File: src/rtl/irq_latch_pkg.sv
package irq_latch_pkg;

    localparam logic [15:0] VEC_CLEARED = 16'h0008;
    localparam logic [15:0] VEC_BASE    = 16'h000A;
    localparam logic [7:0]  CLR_BASE    = 8'h0A;

    typedef enum logic {
        TRIG_EDGE  = 1'b0,
        TRIG_LEVEL = 1'b1
    } trig_mode_e;

    function automatic logic [15:0] src_vector(input int idx);
        return VEC_BASE + 16'(idx);
    endfunction

    function automatic logic [7:0] clr_code(input int idx);
        return CLR_BASE + 8'(idx);
    endfunction

endpackage

File: src/rtl/irq_pin_sync.sv
module irq_pin_sync #(
    parameter int STAGES = 2
) (
    input  logic clk,
    input  logic rst,
    input  logic pin,
    output logic level,
    output logic rise
);
    // STAGES synchronizer flops plus one history flop for edge detection
    logic [STAGES:0] sh_q;

    always_ff @(posedge clk) begin
        if (rst) sh_q <= '0;
        else     sh_q <= {sh_q[STAGES-1:0], pin};
    end

    assign level = sh_q[STAGES-1];
    assign rise  = sh_q[STAGES-1] & ~sh_q[STAGES];
endmodule

File: src/rtl/irq_pin_flag.sv
module irq_pin_flag
    import irq_latch_pkg::*;
(
    input  logic       clk,
    input  logic       rst,
    input  trig_mode_e mode,
    input  logic       mode_wr,
    input  trig_mode_e mode_next,
    input  logic       level,
    input  logic       rise,
    input  logic       clr_hit,
    input  logic       ack_clr,
    output logic       req
);
    logic flag_q;
    logic to_level;

    assign to_level = mode_wr && (mode == TRIG_EDGE) && (mode_next == TRIG_LEVEL);

    always_ff @(posedge clk) begin
        if (rst) begin
            flag_q <= 1'b0;
        end else if (to_level) begin
            // Entering level mode drops any stored edge request
            flag_q <= 1'b0;
        end else if (mode == TRIG_LEVEL) begin
            // High level holds the flop set; the acknowledge never clears it
            flag_q <= level | (flag_q & ~clr_hit);
        end else begin
            // A new edge wins over a clear in the same cycle
            flag_q <= rise | (flag_q & ~(clr_hit | ack_clr));
        end
    end

    assign req = (mode == TRIG_LEVEL) ? level : flag_q;
endmodule

File: src/rtl/irq_vec_unit.sv
module irq_vec_unit
    import irq_latch_pkg::*;
#(
    parameter int NSRC = 3,
    parameter int NCLR = 2,
    localparam int IW  = (NSRC > 1) ? $clog2(NSRC) : 1
) (
    input  logic            clk,
    input  logic            rst,
    input  logic [NSRC-1:0] pending,
    input  logic [NSRC-1:0] kill,
    input  logic            ack,
    output logic [NCLR-1:0] ack_clr,
    output logic            vec_valid,
    output logic [15:0]     vec_code
);
    logic          found;
    logic [IW-1:0] win_idx;
    logic          survive;

    // Lowest index wins: scan from the top so lower indices overwrite
    always_comb begin
        found   = 1'b0;
        win_idx = '0;
        for (int i = NSRC - 1; i >= 0; i--) begin
            if (pending[i]) begin
                found   = 1'b1;
                win_idx = IW'(i);
            end
        end
    end

    assign survive = found && !kill[win_idx];

    always_comb begin
        for (int i = 0; i < NCLR; i++) begin
            ack_clr[i] = ack && found && (win_idx == IW'(i));
        end
    end

    always_ff @(posedge clk) begin
        if (rst) begin
            vec_valid <= 1'b0;
            vec_code  <= '0;
        end else begin
            vec_valid <= ack;
            if (ack) vec_code <= survive ? src_vector(int'(win_idx)) : VEC_CLEARED;
        end
    end
endmodule

File: src/rtl/irq_latch_ctrl.sv
module irq_latch_ctrl
    import irq_latch_pkg::*;
#(
    parameter int NUM_PINS    = 2,
    parameter int SYNC_STAGES = 2
) (
    input  logic                clk,
    input  logic                rst,
    input  logic [NUM_PINS-1:0] ext_pin,
    input  logic                mode_wr,
    input  logic [NUM_PINS-1:0] mode_data,
    input  logic                clr_wr,
    input  logic [7:0]          clr_data,
    input  logic                rx_set,
    input  logic                rx_buf_rd,
    input  logic                ack,
    output logic                irq_out,
    output logic                vec_valid,
    output logic [15:0]         vec_code
);
    localparam int NSRC = NUM_PINS + 1;

    logic [NUM_PINS-1:0] mode_q;
    logic [NUM_PINS-1:0] pin_level;
    logic [NUM_PINS-1:0] pin_rise;
    logic [NUM_PINS-1:0] pin_req;
    logic [NUM_PINS-1:0] clr_hit;
    logic [NUM_PINS-1:0] ack_clr;
    logic [NSRC-1:0]     pending;
    logic [NSRC-1:0]     kill;
    logic                rx_flag;

    always_ff @(posedge clk) begin
        if (rst)          mode_q <= '0;
        else if (mode_wr) mode_q <= mode_data;
    end

    for (genvar g = 0; g < NUM_PINS; g++) begin : g_pin
        irq_pin_sync #(.STAGES(SYNC_STAGES)) sync_i (
            .clk   (clk),
            .rst   (rst),
            .pin   (ext_pin[g]),
            .level (pin_level[g]),
            .rise  (pin_rise[g])
        );

        assign clr_hit[g] = clr_wr && (clr_data == clr_code(g));

        irq_pin_flag flag_i (
            .clk       (clk),
            .rst       (rst),
            .mode      (trig_mode_e'(mode_q[g])),
            .mode_wr   (mode_wr),
            .mode_next (trig_mode_e'(mode_data[g])),
            .level     (pin_level[g]),
            .rise      (pin_rise[g]),
            .clr_hit   (clr_hit[g]),
            .ack_clr   (ack_clr[g]),
            .req       (pin_req[g])
        );

        // Only a stored edge flag can vanish through the clear port
        assign kill[g] = clr_hit[g] & ~mode_q[g];
    end

    // Serial receive flag: buffer read or reset only; a new pulse wins
    always_ff @(posedge clk) begin
        if (rst) rx_flag <= 1'b0;
        else     rx_flag <= rx_set | (rx_flag & ~rx_buf_rd);
    end

    assign pending  = {rx_flag, pin_req};
    assign kill[NUM_PINS] = rx_buf_rd;
    assign irq_out  = |pending;

    irq_vec_unit #(.NSRC(NSRC), .NCLR(NUM_PINS)) vec_i (
        .clk       (clk),
        .rst       (rst),
        .pending   (pending),
        .kill      (kill),
        .ack       (ack),
        .ack_clr   (ack_clr),
        .vec_valid (vec_valid),
        .vec_code  (vec_code)
    );
endmodule

File: config.mk
export PLATFORM = sky130hd
export DESIGN_NAME = irq_latch_ctrl
export DESIGN_NICKNAME = d
export VERILOG_FILES = /design/src/rtl/irq_latch_pkg.sv /design/src/rtl/irq_pin_sync.sv /design/src/rtl/irq_pin_flag.sv /design/src/rtl/irq_vec_unit.sv /design/src/rtl/irq_latch_ctrl.sv
export SDC_FILE = /design/constraint.sdc
export NUM_CORES = 1
export LEC_CHECK = 0
export BUFFER_PORTS_ARGS = -buffer_cell sky130_fd_sc_hd__buf_2
export CAP_MARGIN = 10
export CORE_MARGIN = 3
export CORE_UTILIZATION = 42
export CTS_BUF_LIST = sky130_fd_sc_hd__clkbuf_16
export DETAILED_ROUTE_END_ITERATION = 6
export MAX_ROUTING_LAYER = met4
export PLACE_DENSITY_LB_ADDON = 0.25
export SLEW_MARGIN = 15
export SYNTH_ARGS = -nofsm -noshare
export SYNTH_HDL_FRONTEND = slang
export SYNTH_SLANG_ARGS = --single-unit
File: constraint.sdc
create_clock -name clk -period 2.37 [get_ports clk]
set_input_delay 0.474 -clock clk [delete_from_list [all_inputs] [get_ports clk]]
set_output_delay 0.474 -clock clk [all_outputs]
set_load 0.005 [all_outputs]
# After elaboration in Yosys (flattened, before gate mapping)
# Index checks and enable logic that the tools add are counted.
# op_classes
addsub	1
magnitude_cmp	1
n_mux	13
n_reduce_logical	15
n_eq_ne	3
bitwise_logic	25
# ops
operator	n
8-bit by 4-bit equality test with 1-bit output (second input constant)	2
16-bit 2-to-1 mux	1
1-bit logical AND	10
1-bit bitwise AND	9
1-bit NOT	9
1-bit 2-to-1 mux	8
1-bit bitwise OR	7
2-bit 2-to-1 mux	3
4-bit by 2-bit adder with 5-bit output (first input constant)	1
2-bit OR reduction	2
2-bit by 3-bit less-than comparator with 1-bit output (second input constant)	1
3-bit OR reduction	1
1-bit binary-select mux with 2-bit select	1
2-bit by 1-bit equality test with 1-bit output (second input constant)	1
2-bit zero test	1
1-bit zero test	1
# totals
inputBits	19
elab_cells	66
reg_bits	28
output_inout_bits	18

# Logic depth before layout (Yosys ltp)
# Gate-level depths: netlist (run 1).
# logic_depth
word_depth	10
depth_mapped	4
ltp_nobuf	4

# Hierarchy
# Synthesis (run 1) repeated with hierarchy kept, for this count alone.
# unflattened
hier_cells	83
area_unflattened_um2	797.0
# modules_own_cells
mod	seq_area_each_um2	instances	cells_each	area_each_um2
irq_vec_unit	100.1	1	33	299.0
irq_pin_sync	60.1	2	7	87.6
irq_pin_flag	20.0	2	9	81.3
irq_latch_ctrl	60.1	1	18	160.2

# Worst setup path before layout (run 1)
# No wires, ideal clock.
# synth_timing
path_kind	reg-to-output
from	register mode_q[0]
to	output irq_out
path_stages_with_launch	4
arrival_time_ns	1.049
path_slack_ns	0.847
cell_sequence	dfxtp_1 > mux2i_2 > nand2_1 > or2_2
# synth_via
elab_chain_len	2
# synth_lines
element	line_no	source
start: declaration	irq_latch_ctrl.sv:23	logic [NUM_PINS-1:0] mode_q;
start signal: assignment	irq_latch_ctrl.sv:35	else if (mode_wr) mode_q <= mode_data;
1-bit 2-to-1 mux	irq_pin_flag.sv:35	assign req = (mode == TRIG_LEVEL) ? level : flag_q;
3-bit OR reduction	irq_latch_ctrl.sv:74	assign irq_out = |pending;
end: declaration	irq_latch_ctrl.sv:17	output logic irq_out,
# Every way passes these cells.

# Worst setup path after layout (run 1)
# layout_timing
from	register mode_q[1]
to	output irq_out
# Same word-level chain as after synthesis.

==> insert_results.sql, run 1 <==
INSERT INTO impl_metrics (metric_group, metric, value, unit) VALUES
('cts', 'cts.sink_count', '16', ''),
('cts', 'tritoncts', 'yes', ''),
('routing', 'postRouteAntennaNets', '0', ''),
('setup_path', 'reg2reg_slack', '1.11', 'ns'),
('synthesis', 'synthArstFlopShare', '0', '%'),
('synthesis', 'proportion_of_synthesized_chip_area_in_sequential_cells', '42.7', '%'),
('placement', 'placedInstanceArea', '847', 'sq um'),
('routing', 'detailed_route_wire_length', '1280', 'um'),
('routing', 'detail_route.drc_violations', '0', ''),
('cts', 'clock_tree.root_cell', 'clkbuf_16', ''),
('hold_path', 'hold_end', 'g_pin[1].sync_i.sh_q[1]$_SDFF_PP0_', ''),
('grt', 'wire_length_of_the_first_global_routing_pass', '2050', 'um'),
('synthesis', 'netlist-cell-type-count', '25', ''),
('hold_path', 'worstHoldPathCells', '1', ''),
('sta', 'total_negative_slack', '0', 'ns'),
('setup_path', 'crit_slowest_cell', 'dfxtp_1', ''),
('setup_path', 'critPathRequiredTime', '1.90', 'ns'),
('synthesis', 'postSynth.topFlopCell', 'dfxtp_1', ''),
('run_status', 'outcome', 'completed', ''),
('power_and_ir_drop', 'p_leak', '0.413', 'nW'),
('grt', 'grt_usage', '13.3', '%'),
('routing', 'wl_per_cell', '9.44', 'um'),
('floorplan', 'die_width', '48.2', 'um'),
('layout', 'layout.cells.most_common', 'buf_2', ''),
('sta', 'fin_ws', '0.393', 'ns'),
('floorplan', 'initial_core_util', '47.0', '%'),
('routing', 'viasPerCell', '4.63', ''),
('setup_path', 'worst-endpoint-arrival', '1.50', 'ns'),
('placement', 'pre_cts_ws', '0.644', 'ns'),
('layout', 'layout_common_cells', 'buf_2 (24), dfxtp_1 (16), conb_1 (12), nor2b_1 (10), o21ai_0 (8)', ''),
('hold_path', 'hold_crit_start', 'g_pin[1].sync_i.sh_q[0]$_SDFF_PP0_', ''),
('synthesis', 'syn-instance-count', '86', ''),
('synthesis', 'synth.cell_area', '749', 'sq um'),
('synthesis', 'synth_top_area_share', '42.7', '%'),
('sta', 'finClkSkew', '0.00267', 'ns'),
('run', 'maxCapViolations', '0', ''),
('floorplan', 'num_rows', '14', ''),
('sta', 'timing.fmax', '506', 'MHz'),
('power_and_ir_drop', 'p_per_area', '724', 'nW/um^2'),
('cts', 'clk-insertion-delay-late', '0.24', 'ns'),
('grt', 'initial_antenna_violation_count', '0', ''),
('setup_path', 'rr_startpoint', 'mode_q[1]$_SDFFE_PP0P_', ''),
('setup_path', 'path_buf_inv', '1', ''),
('sta', 'minimum_clock_period', '1.98', 'ns'),
('sta', 'rsz0062_at_grt', 'false', ''),
('synthesis', 'synth-edff-count', '0', ''),
('synthesis', 'synth_seq_cells', '16', ''),
('setup_path', 'crit_path_start_kind', 'flop', ''),
('sta', 'layout_worst_path_cycle_share', '83.4', '%'),
('cts', 'post_cts_resized', '0', ''),
('power_and_ir_drop', 'ir_worst_vdd', '0.474', 'mV'),
('grt', 'grt_pass1_vias', '526', ''),
('grt', 'globalRoute.totalOverflow', '0', ''),
('layout', 'layout.cells.non_filler', '136', ''),
('setup_path', 'cp-startpoint', 'mode_q[1]$_SDFFE_PP0P_', ''),
('cts', 'holdBufCountCts', '0', ''),
('synthesis', 'synth_area_leader_cell', 'dfxtp_1', ''),
('setup_path', 'critPathTopFamily', 'simple AND/OR/NAND/NOR gates', ''),
('placement', 'portBuffers', '24', ''),
('floorplan', 'top_ports', '37', ''),
('setup_path', 'cp-end-kind', 'primary output', ''),
('setup_path', 'cpPeakStageDelay', '0.37', 'ns'),
('layout', 'antenna_cells_inserted', '0', ''),
('routing', 'vias_post_dr', '629', ''),
('layout', 'fillers', '161', ''),
('setup_path', 'reg2reg_capture_point', 'vec_i.vec_code[1]$_SDFFE_PP0P_', ''),
('placement', 'dp_hpwl', '1010', 'um'),
('setup_path', 'critPathKind', 'flop to primary output', ''),
('layout', 'fin_area', '926', 'sq um'),
('layout', 'fin_nets', '132', ''),
('floorplan', 'die_area', '2330', 'sq um');
[where the power goes]
part | switching [mW] | internal [mW]
combinational | 0.0311 | 0.0316
clock | 0.0952 | 0.223
sequential | 0.00755 | 0.282
total | 0.134 | 0.537
[flip-flops by register name (all words and copies together), names as in the netlist]
register	flops
mode_q	2
g_pin.sync_i.sh_q	6
rx_flag	1
g_pin.flag_i.flag_q	2
vec_i.vec_code	4
vec_i.vec_valid	1
[layout make-up]
cell class / instances / area (sq um) / share of cell area [%]
Sequential cell: 16 / 320 / 34.6
Multi-Input combinational cell: 64 / 362 / 39.1
Tap cell: 24 / 30.0 / 3.24
Clock buffer: 3 / 75.1 / 8.11
Inverter: 4 / 15.0 / 1.62
Timing Repair Buffer: 24 / 120 / 13.0
Clock inverter: 1 / 3.75 / 0.405
[per-stage QoR]
stage | hold WS (ns) | util [%]
2_1_floorplan | 0.414 | -
3_3_place_gp | 0.419 | 53.1
3_5_place_dp | 0.428 | 53.1
4_1_cts | 0.439 | 58.1
5_1_grt | 0.464 | 58.1
6_report | 0.435 | 58.1
[how the worst max path moves through the flow]
stage                          to  cells after the start  slack [ns]
final                     irq_out                      4        0.39
after floorplan           irq_out                      3        0.85
after detailed placement  irq_out                      4        0.64
after global routing      irq_out                      4        0.24
after CTS                 irq_out                      4        0.38
after global placement    irq_out                      4        0.69
[layer usage]
metal	vias to the layer above	wire length (um)	GRT usage [%]
met3	0	141	4.43
met1	280	560	15.8
met2	29	583	20.1
li1	320	-	-
met4	0	0	6.45
met5	-	0	-
[cells in the mapped netlist, types with 2 or more instances]
cell,instances
a21oi_1,5
mux2i_1,2
inv_1,4
nand2b_1,2
nand2_1,4
nor2_1,7
dfxtp_1,16
nor2b_1,10
o21ai_0,8
buf_4,12
nand4_1,2
[kinds of logic (layout without fill, tap and decap cells)]
kind of cell	Yosys count	in the layout	share of synthesized area (%)
other cells	1	12	0.500
mux	3	3	4.51
buf+inv	17	32	14.5
simple gates	31	31	23.5
compound gates	18	18	14.2
flops	16	16	42.7
(Power assumes the default switching activity.)
==> run 2, diff against run 1 <==
ABC_AREA = 1   (was unset)
CORE_UTILIZATION = 40   (was 42)
clock period = 1.7 ns   (was 2.37 ns; I/O delays follow)
==> run 2 against run 1 <==
Effect of this change:
- power grew 44%
- final cell count grew 19%
- die area grew 13%
- critical path type unchanged
- design area grew 7.0%
- largest cell class unchanged
- sequential power grew 40%
- critical path depth grew 1
- wire length grew 17%
- count of clock-buffer cells in the layout is the same
- critical endpoint unchanged
- global-route usage shrank 0.30 points
- combinational power grew 82%
- flip-flop and latch count is the same
==> insert_results.sql, run 2 <==
INSERT INTO impl_metrics (metric_group, metric, value, unit) VALUES
('layout', 'largest_register_ffs', '6', ''),
('sta', 'fin_ws', '0.249', 'ns'),
('cts', 'tritoncts', 'yes', ''),
('layout', 'biggest_registers_after_layout', 'g_pin.sync_i.sh_q x6, vec_i.vec_code x4', ''),
('layout', 'finalCoreUtilization', '54.4', '%'),
('setup_path', 'reg2reg_capture_point', 'vec_i.vec_code[1]$_SDFFE_PP0P_', ''),
('routing', 'detailed_route_wire_length', '1500', 'um'),
('sta', 'timing_max_transition_violations_final', '0', ''),
('grt', 'grt_max_degree', '17', ''),
('setup_path', 'worst-endpoint-arrival', '1.11', 'ns'),
('sta', 'timing.fmax', '689', 'MHz'),
('layout', 'layout.cells.most_common', 'buf_2', ''),
('run', 'maxCapViolations', '0', ''),
('layout', 'layout.cells.non_filler', '162', ''),
('synthesis', 'synth_area_leader_cell', 'dfxtp_1', ''),
('grt', 'grt_pass1_vias', '673', ''),
('hold_path', 'worstHoldPathCells', '3', ''),
('layout', 'fin_nets', '157', ''),
('synthesis', 'synth_warnings', '0', ''),
('grt', 'wire_length_of_the_first_global_routing_pass', '2640', 'um'),
('setup_path', 'reg2reg_slack', '0.48', 'ns'),
('placement', 'placed_cells', '158', ''),
('synthesis', 'synth_area_per_cell', '7.31', 'sq um'),
('cts', 'htree_num_levels', '1', ''),
('layout', 'fraction_of_final_layout_cells_with_drive_strength_greater_than_1', '29.2', '%'),
('cts', 'cts.sink_count', '16', ''),
('cts', 'post_cts_resized', '0', ''),
('grt', 'globalRoute.totalOverflow', '0', ''),
('layout', 'fillers', '184', ''),
('cts', 'postCtsSetupBuffers', '0', ''),
('floorplan', 'top_ports', '37', ''),
('hold_path', 'holdCritPathClass', 'primary input to flop', ''),
('sta', 'setup-violations-final', '0', ''),
('floorplan', 'die_width', '51.2', 'um'),
('setup_path', 'critPathKind', 'flop to primary output', ''),
('layout', 'seqCellArea', '320', 'sq um'),
('synthesis', 'synth.cell_area', '818', 'sq um'),
('routing', 'detail_route.drc_violations', '0', ''),
('routing', 'drt_pre_antenna_iters', '4', ''),
('cts', 'numCtsBuffers', '3', ''),
('sta', 'rsz0062_at_grt', 'false', ''),
('layout', 'area_occupied_by_multi_input_gates', '369', 'sq um'),
('synthesis', 'proportion_of_synthesized_chip_area_in_sequential_cells', '39.1', '%'),
('synthesis', 'netlist-cell-type-count', '24', ''),
('setup_path', 'reg2reg_depth', '9', ''),
('synthesis', 'synth-edff-count', '0', ''),
('cts', 'cts.reportedPaths.clkPinSlew', '0.05', 'ns'),
('synthesis', 'yosys-top-cells-area', 'dfxtp_1 (39%), buf_4 (11%), nor2_1 (9.2%)', ''),
('sta', 'finClkSkew', '0.00179', 'ns'),
('floorplan', 'coreArea', '1820', 'sq um'),
('power_and_ir_drop', 'p_leak', '0.482', 'nW'),
('routing', 'wl_per_cell', '9.25', 'um'),
('synthesis', 'synth_seq_cells', '16', ''),
('sta', 'total_negative_slack', '0', 'ns'),
('synthesis', 'synth_top_area_share', '39.1', '%'),
('floorplan', 'die_area', '2620', 'sq um'),
('layout', 'syn_to_final_growth', '21.1', '%'),
('cts', 'clock_tree.buffer_depth', '2', ''),
('hold_path', 'hold_crit_start', 'ext_pin[1]', ''),
('synthesis', 'synth_commonest_cells', 'nor2_1 (20), dfxtp_1 (16), nand2_1 (15)', ''),
('layout', 'most_flop_heavy_register', 'g_pin.sync_i.sh_q', ''),
('placement', 'portBuffers', '24', ''),
('grt', 'initial_antenna_violation_count', '0', ''),
('placement', 'routability_congestion_estimate_from_global_placement', '0.823', ''),
('routing', 'viasPerCell', '4.35', ''),
('cts', 'holdBufCountCts', '0', ''),
('sta', 'final-hold-violation-count', '0', ''),
('placement', 'dp_hpwl', '1210', 'um'),
('routing', 'vias_post_dr', '704', ''),
('cts', 'clk-insertion-delay-late', '0.24', 'ns'),
('floorplan', 'num_rows', '15', ''),
('setup_path', 'crit_path_start_kind', 'flop', ''),
('setup_path', 'path_max_fanout', '5', ''),
('run_status', 'outcome', 'completed', ''),
('hold_path', 'hold_end', 'g_pin[1].sync_i.sh_q[0]$_SDFF_PP0_', ''),
('power_and_ir_drop', 'p_total', '969', 'uW'),
('routing', 'drt-initial-drc-count', '10', ''),
('sta', 'minimum_clock_period', '1.45', 'ns'),
('layout', 'layout_common_cells', 'buf_2 (24), nor2_1 (20), dfxtp_1 (16), nand2_1 (15), conb_1 (12)', ''),
('floorplan', 'initial_core_util', '44.9', '%'),
('setup_path', 'cp-end-kind', 'primary output', ''),
('placement', 'pre_cts_ws', '0.393', 'ns'),
('power_and_ir_drop', 'p_per_area', '978', 'nW/um^2'),
('grt', 'grt_usage', '13.0', '%'),
('routing', 'postRouteAntennaNets', '0', ''),
('cts', 'clock_tree.root_cell', 'clkbuf_16', ''),
('sta', 'layout_worst_path_cycle_share', '85.3', '%'),
('layout', 'antenna_cells_inserted', '0', ''),
('synthesis', 'synthArstFlopShare', '0', '%'),
('setup_path', 'critPathRequiredTime', '1.36', 'ns'),
('power_and_ir_drop', 'ir_worst_vdd', '0.629', 'mV'),
('setup_path', 'rr_startpoint', 'mode_q[0]$_SDFFE_PP0P_', ''),
('synthesis', 'postSynth.topFlopCell', 'dfxtp_1', ''),
('floorplan', 'die_y', '51.2', 'um'),
('synthesis', 'yosys.cell_count.top_type', 'nor2_1', ''),
('synthesis', 'syn-instance-count', '112', '');
-- run 2: cell count changes after synthesis, moves of 3 or more --
cell and delta:
nor2b_1 -10, nand2_4 +3, nand2_2 +4, nand2_1 +11, o21ai_0 -8, nand3_1 +4, nor2_1 +13, a21oi_1 +4
inv_1 +7
-- run 2: kinds of logic after synthesis --
group                  count (synthesis)  synth area share, %
AND/OR/NAND/NOR                       52                 31.8
buffers and inverters                 31                 20.8
flip-flops                            16                 39.1
AO/OA/AOI/OAI                         12                 7.80
other                                  1                0.458
-- run 2: routing by layer --
layer	global-route usage [%]	vias up	routed length (um)
met5	-	-	0
met4	3.93	0	10
met3	2.62	2	100
met2	23.6	23	740
met1	14.3	309	646
li1	-	370	-
-- run 2: power by group --
group          switching [mW]  internal, mW
clock network           0.138         0.311
registers              0.0106         0.394
logic                  0.0662        0.0480
-- run 2: per-stage QoR --
step	instance area [sq um]	hold slack, ns
after floorplan	860	0.388
after detailed placement	912	0.401
after global routing	991	0.312
after global placement	912	0.394
final	991	0.300
after CTS	991	0.299
-- run 2: worst max path at each step --
stage | from | to | slack (ns) | cells after the start
4_1_cts | mode_q[0]$_SDFFE_PP0P_ | irq_out | 0.23 | 5
3_3_place_gp | clr_data[5] | vec_i.vec_code[1]$_SDFFE_PP0P_ | 0.43 | 9
3_5_place_dp | clr_data[5] | vec_i.vec_code[1]$_SDFFE_PP0P_ | 0.39 | 9
6_report | mode_q[0]$_SDFFE_PP0P_ | irq_out | 0.25 | 5
5_1_grt | mode_q[0]$_SDFFE_PP0P_ | irq_out | 0.13 | 5
2_1_floorplan | mode_q[0]$_SDFFE_PP0P_ | vec_i.vec_code[1]$_SDFFE_PP0P_ | 0.62 | 8
-- run 2: worst max-delay path: stages, from the launching register on --
cell and delay (ns):
dfxtp_1 0.41, inv_1 0.09, nand2_2 0.08, nand2_4 0.06, nand3_1 0.10, buf_2 0.12
-- run 2: area by class of cell --
cell class | instances | area share, %
timing repair buffer | 24 | 12.1
inverter | 17 | 7.20
sequential | 16 | 32.3
clock buffer | 3 | 7.58
multi-input combinational | 76 | 37.2
clock inverter | 1 | 0.379
tap | 25 | 3.16
